==> config.mk <==
export PLATFORM = sky130hd
export DESIGN_NAME = can_status_word
export DESIGN_NICKNAME = d
export VERILOG_FILES = /design/src/rtl/can_psr_pkg.sv /design/src/rtl/can_err_field.sv /design/src/rtl/can_node_state.sv /design/src/rtl/can_fd_rx_flags.sv /design/src/rtl/can_status_word.sv
export SDC_FILE = /design/constraint.sdc
export NUM_CORES = 1
export LEC_CHECK = 0
export ABC_CLOCK_PERIOD_IN_PS = 1750
export BUFFER_PORTS_ARGS = -buffer_cell sky130_fd_sc_hd__buf_2
export CELL_PAD_IN_SITES_DETAIL_PLACEMENT = 1
export CELL_PAD_IN_SITES_GLOBAL_PLACEMENT = 1
export CORE_ASPECT_RATIO = 0.7
export CORE_UTILIZATION = 32
export DETAILED_ROUTE_END_ITERATION = 7
export PLACE_DENSITY = 0.83
export REMOVE_ABC_BUFFERS = 1
export SLEW_MARGIN = 10
export SYNTH_ARGS = -nofsm -noshare
export SYNTH_HDL_FRONTEND = slang
export SYNTH_HIERARCHICAL = 1
export SYNTH_SLANG_ARGS = --single-unit
==> constraint.sdc <==
create_clock -name clk -period 1.75 [get_ports clk]
set_clock_uncertainty 0.1 [all_clocks]
set_input_delay 0.35 -clock clk [delete_from_list [all_inputs] [get_ports clk]]
set_output_delay 0.35 -clock clk [all_outputs]
set_load 0.02 [all_outputs]
==> src/rtl/can_psr_pkg.sv <==
package can_psr_pkg;
  typedef enum logic [2:0] {
    EC_NONE  = 3'd0,
    EC_STUFF = 3'd1,
    EC_FORM  = 3'd2,
    EC_ACK   = 3'd3,
    EC_BIT1  = 3'd4,
    EC_BIT0  = 3'd5,
    EC_CRC   = 3'd6,
    EC_NOCHG = 3'd7
  } err_code_e;

  typedef enum logic [1:0] {
    ACT_SYNC = 2'd0,
    ACT_IDLE = 2'd1,
    ACT_RX   = 2'd2,
    ACT_TX   = 2'd3
  } act_e;

  localparam int unsigned NUM_ERR_FIELDS = 2;
  localparam int unsigned FLD_ARB        = 0;
  localparam int unsigned FLD_DATA       = 1;
endpackage

==> src/rtl/can_err_field.sv <==
module can_err_field
  import can_psr_pkg::*;
(
  input  logic      clk,
  input  logic      rst_n,
  input  logic      upd_err,
  input  err_code_e err_code,
  input  logic      upd_rec11,
  input  logic      upd_ok,
  input  logic      host_rd,
  output err_code_e field_q
);
  err_code_e field_d;
  logic      field_en;

  // priority: error > recovery pulse > clean completion > host read
  always_comb begin
    field_d  = field_q;
    field_en = upd_err | upd_rec11 | upd_ok | host_rd;
    if (upd_err)        field_d = err_code;
    else if (upd_rec11) field_d = EC_BIT0;
    else if (upd_ok)    field_d = EC_NONE;
    else if (host_rd)   field_d = EC_NOCHG;
  end

  always_ff @(posedge clk or negedge rst_n) begin
    if (!rst_n)        field_q <= EC_NOCHG;
    else if (field_en) field_q <= field_d;
  end

  assert_err_load_R2: assert property (@(posedge clk) disable iff (!rst_n)
    upd_err |=> field_q == $past(err_code));
  assert_rd_nochange_R5: assert property (@(posedge clk) disable iff (!rst_n)
    (host_rd && !upd_err && !upd_rec11 && !upd_ok) |=> field_q == EC_NOCHG);
  assert_rec11_bit0_R6: assert property (@(posedge clk) disable iff (!rst_n)
    (upd_rec11 && !upd_err) |=> field_q == EC_BIT0);
  assert_ok_clear_R4: assert property (@(posedge clk) disable iff (!rst_n)
    (upd_ok && !upd_err && !upd_rec11) |=> field_q == EC_NONE);
endmodule

==> src/rtl/can_node_state.sv <==
module can_node_state
  import can_psr_pkg::*;
#(
  parameter int unsigned CNT_W    = 8,
  parameter int unsigned WARN_LIM = 96,
  parameter int unsigned PASS_LIM = 128
) (
  input  logic             clk,
  input  logic             rst_n,
  input  logic [CNT_W-1:0] tx_cnt,
  input  logic [CNT_W-1:0] rx_cnt,
  input  logic             bus_off,
  input  logic [1:0]       act_in,
  input  logic             ev_pexc,
  input  logic             host_rd,
  output logic             warn_q,
  output logic             passive_q,
  output logic             busoff_q,
  output act_e             act_q,
  output logic             pexc_q
);
  localparam logic [CNT_W:0] WARN_V = (CNT_W+1)'(WARN_LIM);
  localparam logic [CNT_W:0] PASS_V = (CNT_W+1)'(PASS_LIM);

  logic warn_d, passive_d, pexc_d;
  act_e act_d;

  always_comb begin
    warn_d    = ({1'b0, tx_cnt} >= WARN_V) || ({1'b0, rx_cnt} >= WARN_V);
    passive_d = (({1'b0, tx_cnt} >= PASS_V) || ({1'b0, rx_cnt} >= PASS_V)) && !bus_off;
    act_d     = ev_pexc ? ACT_SYNC : act_e'(act_in);
    pexc_d    = pexc_q;
    if (ev_pexc)      pexc_d = 1'b1;
    else if (host_rd) pexc_d = 1'b0;
  end

  always_ff @(posedge clk or negedge rst_n) begin
    if (!rst_n) begin
      warn_q    <= 1'b0;
      passive_q <= 1'b0;
      busoff_q  <= 1'b0;
      act_q     <= ACT_SYNC;
      pexc_q    <= 1'b0;
    end else begin
      warn_q    <= warn_d;
      passive_q <= passive_d;
      busoff_q  <= bus_off;
      act_q     <= act_d;
      pexc_q    <= pexc_d;
    end
  end

  assert_warn_R7: assert property (@(posedge clk) disable iff (!rst_n)
    (tx_cnt >= CNT_W'(WARN_LIM)) |=> warn_q);
  assert_busoff_quiet_R8: assert property (@(posedge clk) disable iff (!rst_n)
    bus_off |=> (busoff_q && !passive_q));
  assert_pexc_act_R9: assert property (@(posedge clk) disable iff (!rst_n)
    ev_pexc |=> (act_q == ACT_SYNC && pexc_q));
endmodule

==> src/rtl/can_fd_rx_flags.sv <==
module can_fd_rx_flags (
  input  logic clk,
  input  logic rst_n,
  input  logic ev_fd_rx,
  input  logic rx_brs,
  input  logic rx_esi,
  input  logic host_rd,
  output logic fd_seen_q,
  output logic brs_q,
  output logic esi_q
);
  logic fd_seen_d;

  always_comb begin
    fd_seen_d = fd_seen_q;
    if (ev_fd_rx)     fd_seen_d = 1'b1;
    else if (host_rd) fd_seen_d = 1'b0;
  end

  always_ff @(posedge clk or negedge rst_n) begin
    if (!rst_n) fd_seen_q <= 1'b0;
    else        fd_seen_q <= fd_seen_d;
  end

  always_ff @(posedge clk or negedge rst_n) begin
    if (!rst_n) begin
      brs_q <= 1'b0;
      esi_q <= 1'b0;
    end else if (ev_fd_rx) begin
      brs_q <= rx_brs;
      esi_q <= rx_esi;
    end
  end

  assert_fd_capture_R10: assert property (@(posedge clk) disable iff (!rst_n)
    ev_fd_rx |=> (fd_seen_q && brs_q == $past(rx_brs) && esi_q == $past(rx_esi)));
  assert_fd_hold_R10: assert property (@(posedge clk) disable iff (!rst_n)
    (!ev_fd_rx && !host_rd) |=> $stable(fd_seen_q));
endmodule

==> src/rtl/can_status_word.sv <==
module can_status_word
  import can_psr_pkg::*;
#(
  parameter int unsigned CNT_W    = 8,
  parameter int unsigned TDC_W    = 7,
  parameter int unsigned WARN_LIM = 96,
  parameter int unsigned PASS_LIM = 128
) (
  input  logic             clk,
  input  logic             rst_n,
  input  logic             host_rd,
  input  logic             ev_ok,
  input  logic             ev_err,
  input  logic [2:0]       ev_err_code,
  input  logic             in_data_phase,
  input  logic             ev_fd_rx,
  input  logic             rx_brs,
  input  logic             rx_esi,
  input  logic             ev_pexc,
  input  logic             ev_rec11,
  input  logic [CNT_W-1:0] tx_err_cnt,
  input  logic [CNT_W-1:0] rx_err_cnt,
  input  logic             bus_off,
  input  logic [1:0]       act_in,
  input  logic [TDC_W-1:0] tdc_meas,
  input  logic [TDC_W-1:0] tdc_offset,
  output logic [31:0]      status_word
);
  localparam logic [TDC_W:0] TDC_MAX = {1'b0, {TDC_W{1'b1}}};
  localparam int unsigned    PAD_W   = 16 - TDC_W;

  // error-code routing: index FLD_ARB / FLD_DATA
  logic      upd_err_v   [NUM_ERR_FIELDS];
  logic      upd_ok_v    [NUM_ERR_FIELDS];
  logic      upd_rec11_v [NUM_ERR_FIELDS];
  err_code_e field_v     [NUM_ERR_FIELDS];

  always_comb begin
    upd_err_v[FLD_ARB]    = ev_err & ~in_data_phase;
    upd_err_v[FLD_DATA]   = ev_err &  in_data_phase;
    upd_ok_v[FLD_ARB]     = ev_ok  & ~in_data_phase;
    upd_ok_v[FLD_DATA]    = ev_ok  &  in_data_phase;
    upd_rec11_v[FLD_ARB]  = ev_rec11;
    upd_rec11_v[FLD_DATA] = 1'b0;
  end

  for (genvar g = 0; g < NUM_ERR_FIELDS; g++) begin : g_err
    can_err_field u_fld (
      .clk       (clk),
      .rst_n     (rst_n),
      .upd_err   (upd_err_v[g]),
      .err_code  (err_code_e'(ev_err_code)),
      .upd_rec11 (upd_rec11_v[g]),
      .upd_ok    (upd_ok_v[g]),
      .host_rd   (host_rd),
      .field_q   (field_v[g])
    );
  end

  logic warn_q, passive_q, busoff_q, pexc_q;
  act_e act_q;

  can_node_state #(
    .CNT_W    (CNT_W),
    .WARN_LIM (WARN_LIM),
    .PASS_LIM (PASS_LIM)
  ) u_node (
    .clk       (clk),
    .rst_n     (rst_n),
    .tx_cnt    (tx_err_cnt),
    .rx_cnt    (rx_err_cnt),
    .bus_off   (bus_off),
    .act_in    (act_in),
    .ev_pexc   (ev_pexc),
    .host_rd   (host_rd),
    .warn_q    (warn_q),
    .passive_q (passive_q),
    .busoff_q  (busoff_q),
    .act_q     (act_q),
    .pexc_q    (pexc_q)
  );

  logic fd_seen_q, brs_q, esi_q;

  can_fd_rx_flags u_fd (
    .clk       (clk),
    .rst_n     (rst_n),
    .ev_fd_rx  (ev_fd_rx),
    .rx_brs    (rx_brs),
    .rx_esi    (rx_esi),
    .host_rd   (host_rd),
    .fd_seen_q (fd_seen_q),
    .brs_q     (brs_q),
    .esi_q     (esi_q)
  );

  // saturating delay sum
  logic [TDC_W:0]   tdc_sum;
  logic [TDC_W-1:0] tdc_d, tdc_q;

  always_comb begin
    tdc_sum = {1'b0, tdc_meas} + {1'b0, tdc_offset};
    tdc_d   = (tdc_sum > TDC_MAX) ? TDC_MAX[TDC_W-1:0] : tdc_sum[TDC_W-1:0];
  end

  always_ff @(posedge clk or negedge rst_n) begin
    if (!rst_n) tdc_q <= '0;
    else        tdc_q <= tdc_d;
  end

  always_comb begin
    status_word = {{PAD_W{1'b0}}, tdc_q, 1'b0, pexc_q, fd_seen_q, brs_q, esi_q,
                   field_v[FLD_DATA], busoff_q, warn_q, passive_q, act_q,
                   field_v[FLD_ARB]};
  end

  assert_tdc_bound_R11: assert property (@(posedge clk) disable iff (!rst_n)
    1'b1 |=> (status_word[16 +: TDC_W] >= $past(tdc_meas)
              && status_word[16 +: TDC_W] >= $past(tdc_offset)));
  assert_reserved_zero_R12: assert property (@(posedge clk) disable iff (!rst_n)
    (status_word[31:23] == '0) && !status_word[15]);
endmodule

## After elaboration in Yosys (flattened, before gate mapping)

Cells that the tools add are included.

- Add/sub/neg operators: 1
- $mul: 0
- Divide/modulo/power cells: 0
- Magnitude comparators: 5
- Eq/ne operators: 0
- Shift-type cells: 0
- Multiplexer cells: 11
- Bitwise logic cells: 10
- Reductions and logical operators: 10

Operators with widths:

| kind | number |
|---|---|
| $mux 3 | 6 |
| $ge 8x7->1 const B | 2 |
| $ge 8x8->1 const B | 2 |
| $add 7x7->8 | 1 |
| $gt 8x7->1 const B | 1 |
| $mux 7 | 1 |
| $or 1x1->1 | 5 |
| $and 1x1->1 | 4 |
| $reduce_and 2->1 | 2 |
| $reduce_bool 2->1 | 2 |
| $reduce_bool 4->1 | 1 |
| $mux 1 | 3 |
| $reduce_bool 3->1 | 1 |
| $logic_or 1x1->1 | 2 |
| $mux 2 | 1 |
| $logic_and 1x1->1 | 1 |
| $logic_not 1->1 | 1 |
| $not 1->1 | 1 |

- Register bits: 22
- Bits in latches: 0
- Bits in writable memories: 0
- ROM bits: 0
- Output and inout bits: 32
- Word-level logic and storage cells: 48
- Memories: 0

## Logic depth before layout (Yosys ltp)

- Word-level depth: 6
- Depth in mapped cells: 7
- Depth with buffers taken out: 7

## Hierarchy

The synthesis kept the hierarchy.

By module, submodules not included:

| module | times used | cells each | area each (sq um) | sequential area each (sq um) |
|---|---|---|---|---|
| can_status_word | 1 | 70 | 660.6 | 175.2 |
| can_err_field | 2 | 13 | 143.9 | 78.8 |
| can_node_state | 1 | 15 | 196.4 | 150.1 |
| can_fd_rx_flags | 1 | 7 | 110.1 | 75.1 |

## Worst setup path before layout

Ideal clock, no wire load.

- Kind: in2reg
- Start point: input tdc_meas[3]
- End point: register tdc_q[0]
- Data arrival time: 1.607 ns
- Required time: 1.521 ns
- Path slack: -0.086 ns
- Stages on the path: 5
- Path buffers: 0
- Path through: ha_1 > a21o_1 > a221o_1 > a31oi_4 > nand2b_1

- Word-level cells in the longest chain between the ends: 3

RTL lines:

| element | line | text |
|---|---|---|
| from (decl) | can_status_word.sv:25 | `input logic [TDC_W-1:0] tdc_meas,` |
| $add 7x7->8 | can_status_word.sv:102 | `tdc_sum = {1'b0, tdc_meas} + {1'b0, tdc_offset};` |
| $gt 8x7->1 | can_status_word.sv:103 | `tdc_d = (tdc_sum > TDC_MAX) ? TDC_MAX[TDC_W-1:0] : tdc_sum[TDC_W-1:0];` |
| $mux 7 | can_status_word.sv:103 |  |
| named net tdc_d[0] | can_status_word.sv:99 | `logic [TDC_W-1:0] tdc_d, tdc_q;` |
| to (signal assigned) | can_status_word.sv:108 | `else tdc_q <= tdc_d;` |
| to (decl) | can_status_word.sv:99 |  |

The timed path passes the listed nets, and every way through them passes these cells.
A chain may end at the register's enable or synchronous reset.

## Final worst setup path

- Start point: input tdc_meas[0]
- End point: register tdc_q[6]

- Word-level cells in the longest chain between the ends: 3

RTL lines:

| element | line |
|---|---|
| $add 7x7->8 * | can_status_word.sv:102 |
| $gt 8x7->1 | can_status_word.sv:103 |
| $mux 7 * | can_status_word.sv:103 |
| named net tdc_d[6] | can_status_word.sv:99 |

Mark *: on every way through the listed nets, which the timed path passes. The rest lies on a longest branch.

==> reports/metrics.yaml <==
status:
  status: "finished, final reports clean"
setup_path:
  r2r_slack_ns: 0.77
  reg2reg_from: "g_err[1].u_fld/field_q[1]"
  worstSetupPathType: "input port to flip-flop"
  worst_setup_path_startpoint: "tdc_meas[0]"
  worstSetupEndpointType: "flip-flop"
  critPathCapture: "tdc_q[6]"
  worstPathArrival_ns: 1.71
  worst-r2r-cell-count: 2
  crit_fanout: 3
  reg2reg_to: "g_err[1].u_fld/field_q[1]"
  crit_path_start_kind: "input port"
  timing.critical_path.required_ns: 1.78
place:
  place.port_buffers: 58
  hpwlAfterDp_microns: 2519
  place.gp.congestion: 0.7754
cells_and_area:
  finish.utilization_pct: 47.10
  post_route_cells_drive_above_1_share_pct: 50.27
  largest_register_ff_count: 7
  registers_with_the_highest_flip_flop_counts: "tdc_q: 7 flops, g_err.u_fld/field_q: 6 flops, u_node/act_q: 2 flops"
  mostFrequentLayoutCell: "buf_2"
  highest_count_cells_in_the_layout_ignoring_fill_and_taps: "58 x buf_2, 16 x dfrtp_1, 12 x conb_1"
  nNetsFinal: 241
  largest_register: "tdc_q"
  antenna_cells: 0
  layout.filler_cells: 426
  synthToLayoutAreaGrowth_pct: 36.09
clock_network:
  numCtsBuffers: 3
  cts.root.buffer_cell: "clkbuf_8"
  clock_tree.buffer_depth: 2
  clock_latency_ns: 0.25
  clk_pin_slew_ns: 0.07
  tritoncts: "yes"
  cts_setup_buffers: 0
  h_tree_depth: 1
  clkSinkCount: 22
logic_synthesis:
  yosysWarningCount: 6
  post_synth_num_cell_types: 32
  synth-adder-area-share_pct: 8.574
  synth_async_sr_flop_share_pct: 100.0
  syn_area_sq_um: 1255
  synth-xor-area-share_pct: 0.6979
  syn_inst: 118
  compound_gate_fraction_of_synth_area_pct: 17.85
  ys.flop_type: "dfrtp_1"
  share_of_cell_area_taken_by_muxes_after_synthesis_pct: 1.795
  synth_area_leader: "dfrtp_1"
  synth_edf_count: 0
  synth_top_cells_by_area: "dfrtp_1 32%, dfstp_2 13%, buf_4 10%, ha_1 7.0%, nor2b_1 5.0%"
  synth.avg_cell_area_sq_um: 10.64
  synth-seq-cells: 22
  yosys.area_share.simple_pct: 14.06
  main_combinational_cell_family_by_area_after_synthesis: "compound AO/OA/AOI/OAI gates"
  synth.yosys.seq_area_share_pct: 44.47
  netlist.area_leader.share_pct: 31.90
routing:
  drc_errors: 0
  finalWirelength_microns: 2920
  highest_layer: "met4"
  drtIter0Drc: 41
  met2WireLength_microns: 1597
  avgRoutedWirePerCell_microns: 12.43
  wirelength_met1_microns: 1102
  dr_wl_met3_microns: 210
  ant_nets: 0
  detailroute.via_count: 1046
  route.detailed.vias_per_inst: 4.451
  drtPass1Iterations: 4
timing:
  max_slew_violations: 0
  final_min_period_over_clock_period_pct: 95.95
  setup_viol: 0
  unrepaired_setup_endpoints_after_global_routing: "false"
  finalWorstPathRequiredPeriod_ns: 1.679
  maxClockFrequency_mhz: 595.6
  hold_viol: 0
  tightest_hold_margin_ns: 0.1182
floorplanning:
  start_util_pct: 34.61
  die_height_microns: 54.40
  num_rows: 18
  die_width_microns: 76.85
  placeableCoreArea_sq_um: 3626
  floorplan.io_pins: 79
  die_area_sq_um: 4180
grt:
  antenna_found_initial: 0
  global_route.overflow_total: 0
  grt_start_max_net_pins: 23
  track_usage_pct: 14.67
  grt_first_pass_wirelength_microns: 4685
  first_global_vias: 1087
power_and_ir_drop:
  vdd_drop_max_mv: 0.2491
  power_density_nw_per_um2: 753.4
  p_leak_nw: 0.8359
min_path:
  hp-class: "input port to flip-flop"
flow_run:
  drv.max_cap_violation_count: 0
-- how the worst min path moves through the flow --
stage                       to  cells past startpoint    start  slack (ns)
2_1_floorplan         tdc_q[0]                      0    rst_n       -0.05
3_3_place_gp     u_node/pexc_q                      1    rst_n        0.23
3_5_place_dp        u_fd/esi_q                      1    rst_n        0.23
4_1_cts        u_node/busoff_q                      1  bus_off        0.11
5_1_grt        u_node/busoff_q                      1  bus_off        0.10
6_report       u_node/busoff_q                      1  bus_off        0.12
-- power by group --
group	total (W)	internal, W	leakage, nW	switching (W)
Combinational	0.000401	0.000169	0.573	0.000231
Clock	0.000303	0.000162	0.0228	0.000141
Sequential	0.000584	0.000566	0.240	0.0000177
-- stage by stage --
step | instance area (sq um) | instances | total power, W | TNS, ns | worst slack (ns)
after floorplan | 1169 | 112 | 0.0008143 | -0.5957 | -0.08574
after global placement | 1597 | 230 | 0.0009612 | -1.401 | -0.2013
after detailed placement | 1597 | 230 | 0.0009824 | -1.773 | -0.2615
after CTS | 1652 | 235 | 0.001293 | 0 | 0.003431
after global routing | 1708 | 235 | 0.001365 | 0 | 0.009558
final | 1708 | 235 | 0.001287 | 0 | 0.07091
-- worst max-delay path, stage by stage --
cell and delay [ns]:
buf_2 0.08, ha_1 0.16, inv_1 0.06, fa_1 0.39, nand4b_1 0.21, a31oi_2 0.24, o21a_1 0.15, o21ai_2 0.06
-- cell type report --
cell class                      instances  area, sq um  share of cell area (%)
Inverter                                7        26.28                   1.538
Sequential cell                        22        558.0                   32.67
Clock buffer                            4        45.04                   2.637
Multi-Input combinational cell         83        640.6                   37.51
Timing Repair Buffer                   69        375.4                   21.98
Tap cell                               50        62.56                   3.663
-- kinds of logic after synthesis --
family | after synthesis
AOI/OAI and AO/OA | 27
xor gates and xnor gates | 1
adders and majority gates | 8
buffers and inverters | 24
DFF | 22
muxes | 2
other | 1
and+or+nand+nor | 33
-- synth_stat cells, drive strengths merged (2+ instances only) --
cell type / n
mux2: 2
nand3: 2
a31oi: 2
ha: 7
o21bai: 4
nor2: 7
buf: 17
a21oi: 6
a21o: 5
nor2b: 10
o21ai: 5
and2: 3
dfstp: 6
inv: 7
nand2: 6
dfrtp: 16
o41ai: 2
-- repair_timing --
| action | 4_1_cts | 5_1_grt |
|---|---|---|
| endpoints found under the setup margin | 0 | 7 |
| resized for setup | 0 | 5 |
| hold endpoints to repair | 16 | 0 |
| hold buffers | 1 | 0 |
-- layer usage --
| layer | track usage [%] | vias up |
|---|---|---|
| met4 | 3.846 | 0 |
| met3 | 3.500 | 2 |
| li1 | - | 501 |
| met2 | 31.40 | 43 |
| met1 | 14.68 | 500 |
| met5 | 0 | - |
Note: power is estimated with default switching activity, not from simulation.
